==> src/rtl/asr_pkg.sv <==
`timescale 1ns/1ps
package asr_pkg;
   typedef enum logic [1:0] {
      FMT_I2S = 2'b00,
      FMT_LJ  = 2'b01,
      FMT_RJ  = 2'b10,
      FMT_TDM = 2'b11
   } asr_fmt_e;

   localparam logic [1:0]  SHORT_SYNC_ON = 2'b01;
   localparam int unsigned WORD_MAX      = 32;

   function automatic logic [5:0] wlen_bits(input logic [1:0] code);
      case (code)
         2'b00:   return 6'd16;
         2'b01:   return 6'd20;
         2'b10:   return 6'd24;
         default: return 6'd32;
      endcase
   endfunction
endpackage

==> src/rtl/asr_frame_detect.sv <==
`timescale 1ns/1ps
module asr_frame_detect
   import asr_pkg::*;
(
   input  logic       clk_i,
   input  logic       rst_ni,
   input  logic       fsync_i,
   input  asr_fmt_e   fmt_i,
   input  logic [1:0] short_sync_i,
   output logic       start_o,
   output logic       start_late_o,
   output logic       level_prev_o
);
   logic fs_q, fs_qq;

   always_ff @(posedge clk_i or negedge rst_ni) begin
      if (!rst_ni) begin
         fs_q  <= 1'b0;
         fs_qq <= 1'b0;
      end else begin
         fs_q  <= fsync_i;
         fs_qq <= fs_q;
      end
   end

   // Half formats restart on any level change; TDM on a rise, filtered
   // over two edges unless the short-sync mode is selected.
   always_comb begin
      start_o      = 1'b0;
      start_late_o = 1'b0;
      if (fmt_i != FMT_TDM) begin
         start_o = fsync_i ^ fs_q;
      end else if (short_sync_i == SHORT_SYNC_ON) begin
         start_o = fsync_i & ~fs_q;
      end else begin
         start_o      = fsync_i & fs_q & ~fs_qq;
         start_late_o = start_o;
      end
   end

   assign level_prev_o = fs_q;
endmodule

==> src/rtl/asr_bit_counter.sv <==
`timescale 1ns/1ps
module asr_bit_counter #(
   parameter int CNT_W = 10
) (
   input  logic             clk_i,
   input  logic             rst_ni,
   input  logic             start_i,
   input  logic             start_late_i,
   output logic [CNT_W-1:0] idx_o
);
   localparam logic [CNT_W-1:0] CNT_SAT = '1;

   logic [CNT_W-1:0] cnt_q;

   assign idx_o = start_i ? CNT_W'(start_late_i) : cnt_q;

   always_ff @(posedge clk_i or negedge rst_ni) begin
      if (!rst_ni) begin
         cnt_q <= CNT_SAT;
      end else if (start_i || (cnt_q != CNT_SAT)) begin
         cnt_q <= idx_o + 1'b1;
      end
   end
endmodule

==> src/rtl/asr_shift_hist.sv <==
`timescale 1ns/1ps
module asr_shift_hist #(
   parameter int HIST_W = 32
) (
   input  logic              clk_i,
   input  logic              rst_ni,
   input  logic              sdata_i,
   output logic [HIST_W-1:0] hist_o,
   output logic [HIST_W-1:0] hist_next_o
);
   logic [HIST_W-1:0] hist_q;

   assign hist_next_o = {hist_q[HIST_W-2:0], sdata_i};
   assign hist_o      = hist_q;

   always_ff @(posedge clk_i or negedge rst_ni) begin
      if (!rst_ni) hist_q <= '0;
      else         hist_q <= hist_next_o;
   end
endmodule

==> src/rtl/audio_serial_rx.sv <==
`timescale 1ns/1ps
module audio_serial_rx
   import asr_pkg::*;
#(
   parameter int DATA_W   = 32,
   parameter int OFFSET_W = 9
) (
   input  logic                clk_sck,
   input  logic                rst_n,
   input  logic                fsync_i,
   input  logic                sdata_i,
   input  logic [1:0]          cfg_fmt_i,
   input  logic [1:0]          cfg_sync_i,
   input  logic [1:0]          cfg_wlen_i,
   input  logic [OFFSET_W-1:0] cfg_offset_i,
   output logic [DATA_W-1:0]   left_o,
   output logic [DATA_W-1:0]   right_o,
   output logic                valid_o
);
   localparam int CNT_W = $clog2((2 ** OFFSET_W) + 2 * WORD_MAX + 4);

   if (DATA_W < WORD_MAX) begin : g_bad_data_w
      $error("audio_serial_rx: DATA_W must be at least 32");
   end
   if (OFFSET_W < 1 || OFFSET_W > 12) begin : g_bad_offset_w
      $error("audio_serial_rx: OFFSET_W out of range 1..12");
   end

   asr_fmt_e fmt;
   assign fmt = asr_fmt_e'(cfg_fmt_i);

   logic start, start_late, level_prev;
   logic [CNT_W-1:0] idx;
   logic [WORD_MAX-1:0] hist, hist_next;

   asr_frame_detect i_detect (
      .clk_i        (clk_sck),
      .rst_ni       (rst_n),
      .fsync_i      (fsync_i),
      .fmt_i        (fmt),
      .short_sync_i (cfg_sync_i),
      .start_o      (start),
      .start_late_o (start_late),
      .level_prev_o (level_prev)
   );

   asr_bit_counter #(.CNT_W(CNT_W)) i_counter (
      .clk_i        (clk_sck),
      .rst_ni       (rst_n),
      .start_i      (start),
      .start_late_i (start_late),
      .idx_o        (idx)
   );

   asr_shift_hist #(.HIST_W(WORD_MAX)) i_hist (
      .clk_i       (clk_sck),
      .rst_ni      (rst_n),
      .sdata_i     (sdata_i),
      .hist_o      (hist),
      .hist_next_o (hist_next)
   );

   // Capture positions relative to the frame/half start edge.
   logic [5:0]       wbits;
   logic [CNT_W-1:0] first_pos, pos_a, pos_b;
   assign wbits     = wlen_bits(cfg_wlen_i);
   assign first_pos = CNT_W'(cfg_offset_i) + CNT_W'(fmt != FMT_LJ);
   assign pos_a     = first_pos + CNT_W'(wbits) - 1'b1;
   assign pos_b     = pos_a + CNT_W'(wbits);

   logic half_left_q, half_left;
   assign half_left = start ? ((fmt == FMT_I2S) ? ~fsync_i : fsync_i) : half_left_q;

   logic                cap_left, cap_right;
   logic [WORD_MAX-1:0] cap_src, cap_aligned;
   logic [DATA_W-1:0]   cap_word;

   always_comb begin
      cap_left  = 1'b0;
      cap_right = 1'b0;
      cap_src   = hist_next;
      case (fmt)
         FMT_RJ: begin
            cap_src   = hist;
            cap_left  = start & level_prev;
            cap_right = start & ~level_prev;
         end
         FMT_TDM: begin
            cap_left  = (idx == pos_a);
            cap_right = (idx == pos_b);
         end
         default: begin
            cap_left  = (idx == pos_a) & half_left;
            cap_right = (idx == pos_a) & ~half_left;
         end
      endcase
   end

   assign cap_aligned = cap_src << (6'd32 - wbits);

   if (DATA_W == WORD_MAX) begin : g_pad_none
      assign cap_word = cap_aligned;
   end else begin : g_pad_low
      assign cap_word = {cap_aligned, {(DATA_W - WORD_MAX){1'b0}}};
   end

   logic left_seen_q;

   always_ff @(posedge clk_sck or negedge rst_n) begin
      if (!rst_n) begin
         half_left_q <= 1'b0;
         left_seen_q <= 1'b0;
         left_o      <= '0;
         right_o     <= '0;
         valid_o     <= 1'b0;
      end else begin
         if (start) half_left_q <= half_left;
         if (cap_left) begin
            left_o      <= cap_word;
            left_seen_q <= 1'b1;
         end else if (cap_right) begin
            left_seen_q <= 1'b0;
         end
         if (cap_right) right_o <= cap_word;
         valid_o <= cap_right & left_seen_q;
      end
   end
endmodule

==> config.mk <==
export PLATFORM = sky130hd
export DESIGN_NAME = audio_serial_rx
export DESIGN_NICKNAME = d
export VERILOG_FILES = /design/src/rtl/asr_pkg.sv /design/src/rtl/asr_frame_detect.sv /design/src/rtl/asr_bit_counter.sv /design/src/rtl/asr_shift_hist.sv /design/src/rtl/audio_serial_rx.sv
export SDC_FILE = /design/constraint.sdc
export NUM_CORES = 1
export LEC_CHECK = 0
export ABC_AREA = 1
export ABC_CLOCK_PERIOD_IN_PS = 6370
export BUFFER_PORTS_ARGS = -buffer_cell sky130_fd_sc_hd__buf_2
export CAP_MARGIN = 20
export CORE_UTILIZATION = 55
export DETAILED_ROUTE_END_ITERATION = 12
export HOLD_SLACK_MARGIN = 0.05
export PLACE_DENSITY = 0.87
export SLEW_MARGIN = 20
export SYNTH_ARGS = -nofsm -noshare
export SYNTH_HDL_FRONTEND = slang
export SYNTH_SLANG_ARGS = --single-unit
==> constraint.sdc <==
create_clock -name clk_sck -period 6.37 [get_ports clk_sck]
set_clock_uncertainty 0.15 [all_clocks]
set_input_delay 0 -clock clk_sck [delete_from_list [all_inputs] [get_ports clk_sck]]
set_output_delay 0 -clock clk_sck [all_outputs]
set_load 0.02 [all_outputs]
-- Word-level counts from Yosys, hierarchy flattened
Index checks and enable logic that the tools add are counted.
- word-level logic and storage cells: 56
- output and inout port bits: 65
- flip-flop bits (word level): 111
- eq/ne operators: 10
- reductions and logical operators: 4
- multiplexer cells: 13
- bitwise gates (word level): 13
- add/subtract/negate cells: 6
- shift operators: 1
- operators by type and width (operator ; number):
    $mux W32 ; 1
    $shl A32 B6 Y32 ; 1
    $add A10 B6 Y10 ; 2
    $eq A10 B10 Y1 ; 2
    $pmux W6 S3 ; 1
    $add A10 B1 Y10 const B ; 1
    $add A9 B1 Y10 ; 1
    $mux W10 ; 1
    $ne A10 B10 Y1 const B ; 1
    $sub A10 B1 Y10 const B ; 1
    $and A1 B1 Y1 ; 8
    $mux W1 ; 8
    $eq A2 B2 Y1 const B ; 3
    $sub A6 B6 Y6 const A ; 1
    $eq A2 B1 Y1 const B ; 2
    $logic_not A2 Y1 ; 2
    $not A1 Y1 ; 4
    $pmux W1 S2 ; 2
    $ne A2 B1 Y1 const B ; 1
    $ne A2 B2 Y1 const B ; 1
    $reduce_bool A2 Y1 ; 1
    $logic_or A1 B1 Y1 ; 1
    $xor A1 B1 Y1 ; 1

-- Depth between registers and ports, before layout
- word-level depth: 10
- mapped depth: 26

-- Modules after synthesis
Synthesis repeated with hierarchy kept, for this count alone.
- cell total of the unflattened synthesis: 924
- area total of the unflattened synthesis: 6924.1 um^2
- by module, submodules not included (module ; area each (um^2) ; times used ; sequential area each (um^2) ; cells each):
    audio_serial_rx ; 5053.6 ; 1 ; 1676.6 ; 751
    asr_shift_hist ; 1041.0 ; 1 ; 800.8 ; 64
    asr_bit_counter ; 676.9 ; 1 ; 262.8 ; 89
    asr_frame_detect ; 152.6 ; 1 ; 50.0 ; 20

-- Least setup slack after synthesis
Ideal clock, no wire load.
- path type: input to register
- from: input port cfg_wlen_i[1]
- to: register right_o[27]
- stages: 22
- library setup time: 117 ps
- arrival time: 3211 ps
- path slack: 2892 ps
- cell sequence: inv_1 > ha_1 > clkinv_1 > clkbuf_1 > ha_1 > inv_1 > fa_1 > xor2_1 > inv_1 > fa_1 > inv_1 > nand2_1 > nand2_1 > nor2_1 > nand2_1 > nor2_1 > nand2_1 > nor2_2 > nand4_4 > buf_2 > nand3_1 > nand2_1
- cells in the longest elaborated chain, start to end: 7
- elaborated cells between the ends (all ways): 13
- classes of those cells: 4 x add/sub; 4 x eq/ne; 1 x shift; 2 x mux; 1 x bitwise; 1 x reduce/logical
- ends and longest elaborated chain (what ; RTL line ; text):
    start, declared ; audio_serial_rx.sv:14 ; input logic [1:0] cfg_wlen_i,
    $eq A2 B2 Y1, or another cell as far along ; asr_pkg.sv:14 ; case (code)
    $pmux W6 S3 (*) ; asr_pkg.sv:14 ;
    $add A10 B6 Y10 ; audio_serial_rx.sv:68 ; assign pos_a = first_pos + CNT_W'(wbits) - 1'b1;
    $sub A10 B1 Y10 ; audio_serial_rx.sv:68 ;
    $add A10 B6 Y10 or $eq A10 B10 Y1 (tied branches) ; audio_serial_rx.sv:69, audio_serial_rx.sv:94 ;
    $eq A10 B10 Y1 or $and A1 B1 Y1 (tied branches) ; audio_serial_rx.sv:90, audio_serial_rx.sv:94 ;
    $pmux W1 S2 ; audio_serial_rx.sv:82 ; case (fmt)
    end signal, assigned ; audio_serial_rx.sv:124 ; if (cap_right) right_o <= cap_word;
    end, declared ; audio_serial_rx.sv:17 ; output logic [DATA_W-1:0] right_o,
Every way passes the cells marked *; elsewhere a longest branch is shown, timed or not.
A chain may end at the register's enable or synchronous reset.

-- Worst setup path in the final report
- from: input port cfg_wlen_i[1]
- to: register right_o[7]
The elaborated chain is that of the path after synthesis.

==> impl_metrics.tcl <==
set metrics [dict create \
    ir_worst_vdd_uv 286.9 \
    gr-usage-all-layers 0.2742 \
    num_vias 6078 \
    syn_nets 937 \
    clock_power_share 0.267 \
    clk_path_buf_depth 2 \
    critPathArrivalTime_ps 4960 \
    seqCellArea_um2 2790 \
    post-route-drc-count 0 \
    ys_ff_latch 111 \
    ctsRootBufferMaster "clkbuf_16" \
    syn_to_final_growth_pct 12.43 \
    post_drt_wl_per_cell_um 14.50 \
    cellPowerDensity_nw_per_um2 294.6 \
    dpl.hpwl_mm 11.92 \
    grt_max_degree 60 \
    p_int_mw 1.328 \
    syn_area_per_cell_um2 7.275 \
    r2r_cells 14 \
    antenna_found_initial 0 \
    regToRegSetupSlack_ps 2950 \
    synth_cell_types 42 \
    crit_path_end_kind "flop" \
    clock_latency_ps 360 \
    routed.top_layer "met4" \
    grt_pass1_wl_mm 26.88 \
    fin_nets 1000 \
    reg2reg_to "right_o[7]" \
    cap_violations 0 \
    synth_area_um2 6511 \
    gp_congestion 0.9637 \
    h-tree-depth 3 \
    synth_top_flop_cell "dfrtp_1" \
    worst_pin_slew_ps 1051 \
    critPathRequiredTime_ps 6530 \
    layout_common_cells "nand2_1 (351), dfrtp_1 (101), nand3_1 (85), buf_2 (82), inv_1 (80)" \
    initial_utilization 0.5678 \
    overflow 0 \
    io_pins 84 \
    fin_crit_sh 0.7541 \
    postPlaceCellArea_um2 6942 \
    wl_mm 16.04 \
    setup_violations 0 \
    dr_wl_met3_mm 1.088 \
    io_buffers 83 \
    slew_headroom 0.2945 \
    hold_viol_final 0 \
    final_common_cell "nand2_1" \
    yosys_warnings 0 \
    clock-sinks 111 \
    switching_power_uw 828.3 \
    die_w_um 110.8 \
    wl_met1_mm 7.490 \
    synth_async_sr_flop_share 1.000 \
    die_area_um2 12280 \
    cts_resized 0 \
    timing.final.ws_setup_ps 1567 \
    cp_max_fo 40 \
    vias_per_cell 5.495 \
    die_y_um 110.8 \
    fp.coreArea_um2 11470 \
    cts_tree "built" \
    first_iter_violations 577 \
    p_seq_frac 0.418 \
    met2WireLength_mm 7.081 \
    ant_nets 0 \
    status "completed" \
    rows 39 \
    antenna_cells 0 \
    netSwitchingFraction 0.3841 \
    place_ws_ps 1226 \
    multi_input_area_um2 3191 \
    rsz0062_at_grt "no" \
    hold_class "input port to asynchronous set/reset pin" \
    pwr-share-comb 0.315 \
    final_area_um2 7321 \
    fillers 1000 \
    r2r_start "i_detect.level_prev_o" \
    max_freq_ghz 0.2082 \
    synth_edf_count 0 \
    worstSetupPathType "input port to flop" \
    cts_buffers 9 \
    fin_crit_ps 4803 \
    netlist_instances 895 \
    tns_ps 0 \
    power_leakage_nw 4.083 \
    critPathLaunchType "input port" \
    final_max_slew_viol_count 0 \
    fin_util 0.6384 \
    first_pass_iters 6 \
    grt_pass1_vias 5576 \
    ys_seq_area_frac 0.4285 \
    timing.hold.ws_ps 88.97 \
    layout-drive-gt1-share 0.1423 \
    crit_start "cfg_wlen_i[1]" \
    clk_pin_slew_ps 80 \
]
power by group through the flow:
stage | Combinational, mW | Clock, mW | Sequential, mW
6_report | 0.680 | 0.575 | 0.901
5_1_grt | 0.757 | 0.617 | 0.910
4_1_cts | 0.677 | 0.585 | 0.898
3_5_place_dp | 0.672 | 0 | 0.909
3_3_place_gp | 0.658 | 0 | 0.908
2_1_floorplan | 0.353 | 0 | 1.01
worst max-delay path, stage by stage:
cell      delay [ps]
buf_2            130
inv_1             80
ha_1             150
buf_4            330
clkinv_1         630
ha_1             530
inv_1             60
fa_1             440
xor2_1           260
inv_1            110
fa_1             540
inv_1             50
nand2_1           60
nand2_1           50
nor2_1            90
nand2_1           50
nor2_1            80
nand2_1           70
nor2_2           130
nand4_4          420
nand2_4          490
nand2_1          110
nand2_1           90
state kept, by name, indices dropped and copies added, names as in the netlist:
register               flops
left_o                    32
i_detect.level_prev_o      1
left_seen_q                1
half_left_q                1
right_o                   32
i_counter.cnt_q           10
valid_o                    1
i_detect.fs_qq             1
i_hist.hist_o             32
cell families (layout without fill, tap and decap cells):
group           after synthesis  count (layout)  share of synthesized area
simple gates                515             515                     0.3365
buf+inv                     130             198                    0.08147
flops                       111             111                     0.4285
compound gates              102             102                    0.08763
fa+ha+maj                    23              23                    0.04650
xor+xnor                     11              11                    0.01480
mux                           3               3                   0.004612
timing repair:
action	CTS	global route
hold buffers	6	0
buffers inserted	0	0
endpoints found under the setup margin	0	0
hold endpoints to repair	62	0
layout make-up:
type                            instances  share of cell area
Clock inverter                          7             0.01282
Timing Repair Buffer                   93             0.06939
Inverter                               89             0.04563
Clock buffer                            9             0.03076
Tap cell                              143             0.02444
Multi-Input combinational cell        654              0.4358
Sequential cell                       111              0.3811
per-stage QoR:
step           power, mW  cells
4_1_cts            2.160   1106
3_5_place_dp       1.581   1084
3_3_place_gp       1.566   1084
6_report           2.157   1106
2_1_floorplan      1.362    895
5_1_grt            2.284   1106
synth_stat cells (all sizes together) (6+ instances only):
cell,count,area share
nand2,354,0.21
dfrtp,101,0.39
inv,88,0.051
nand3,86,0.067
o21ai,61,0.047
nor2,50,0.037
buf,21,0.019
ha,21,0.040
clkbuf,20,0.012
a21oi,16,0.012
nand4,14,0.016
dfstp,10,0.040
o2111ai,7,0.0094
xor2,7,0.0094
o22ai,6,0.0058
how the worst max path moves through the flow:
stage	to	slack (ps)	depth (start not counted)
after detailed placement	right_o[7]	1230	23
after CTS	right_o[7]	1630	23
after global routing	right_o[7]	1060	23
final	right_o[7]	1570	23
after floorplan	right_o[27]	2890	22
after global placement	right_o[5]	1330	23
layer usage:
layer | up-vias | global-route usage
met5 | - | 0
met4 | 0 | 0.09067
met3 | 33 | 0.06288
met2 | 207 | 0.4166
met1 | 2837 | 0.3879
li1 | 3001 | -
Note: power is estimated with default switching activity, not from simulation.
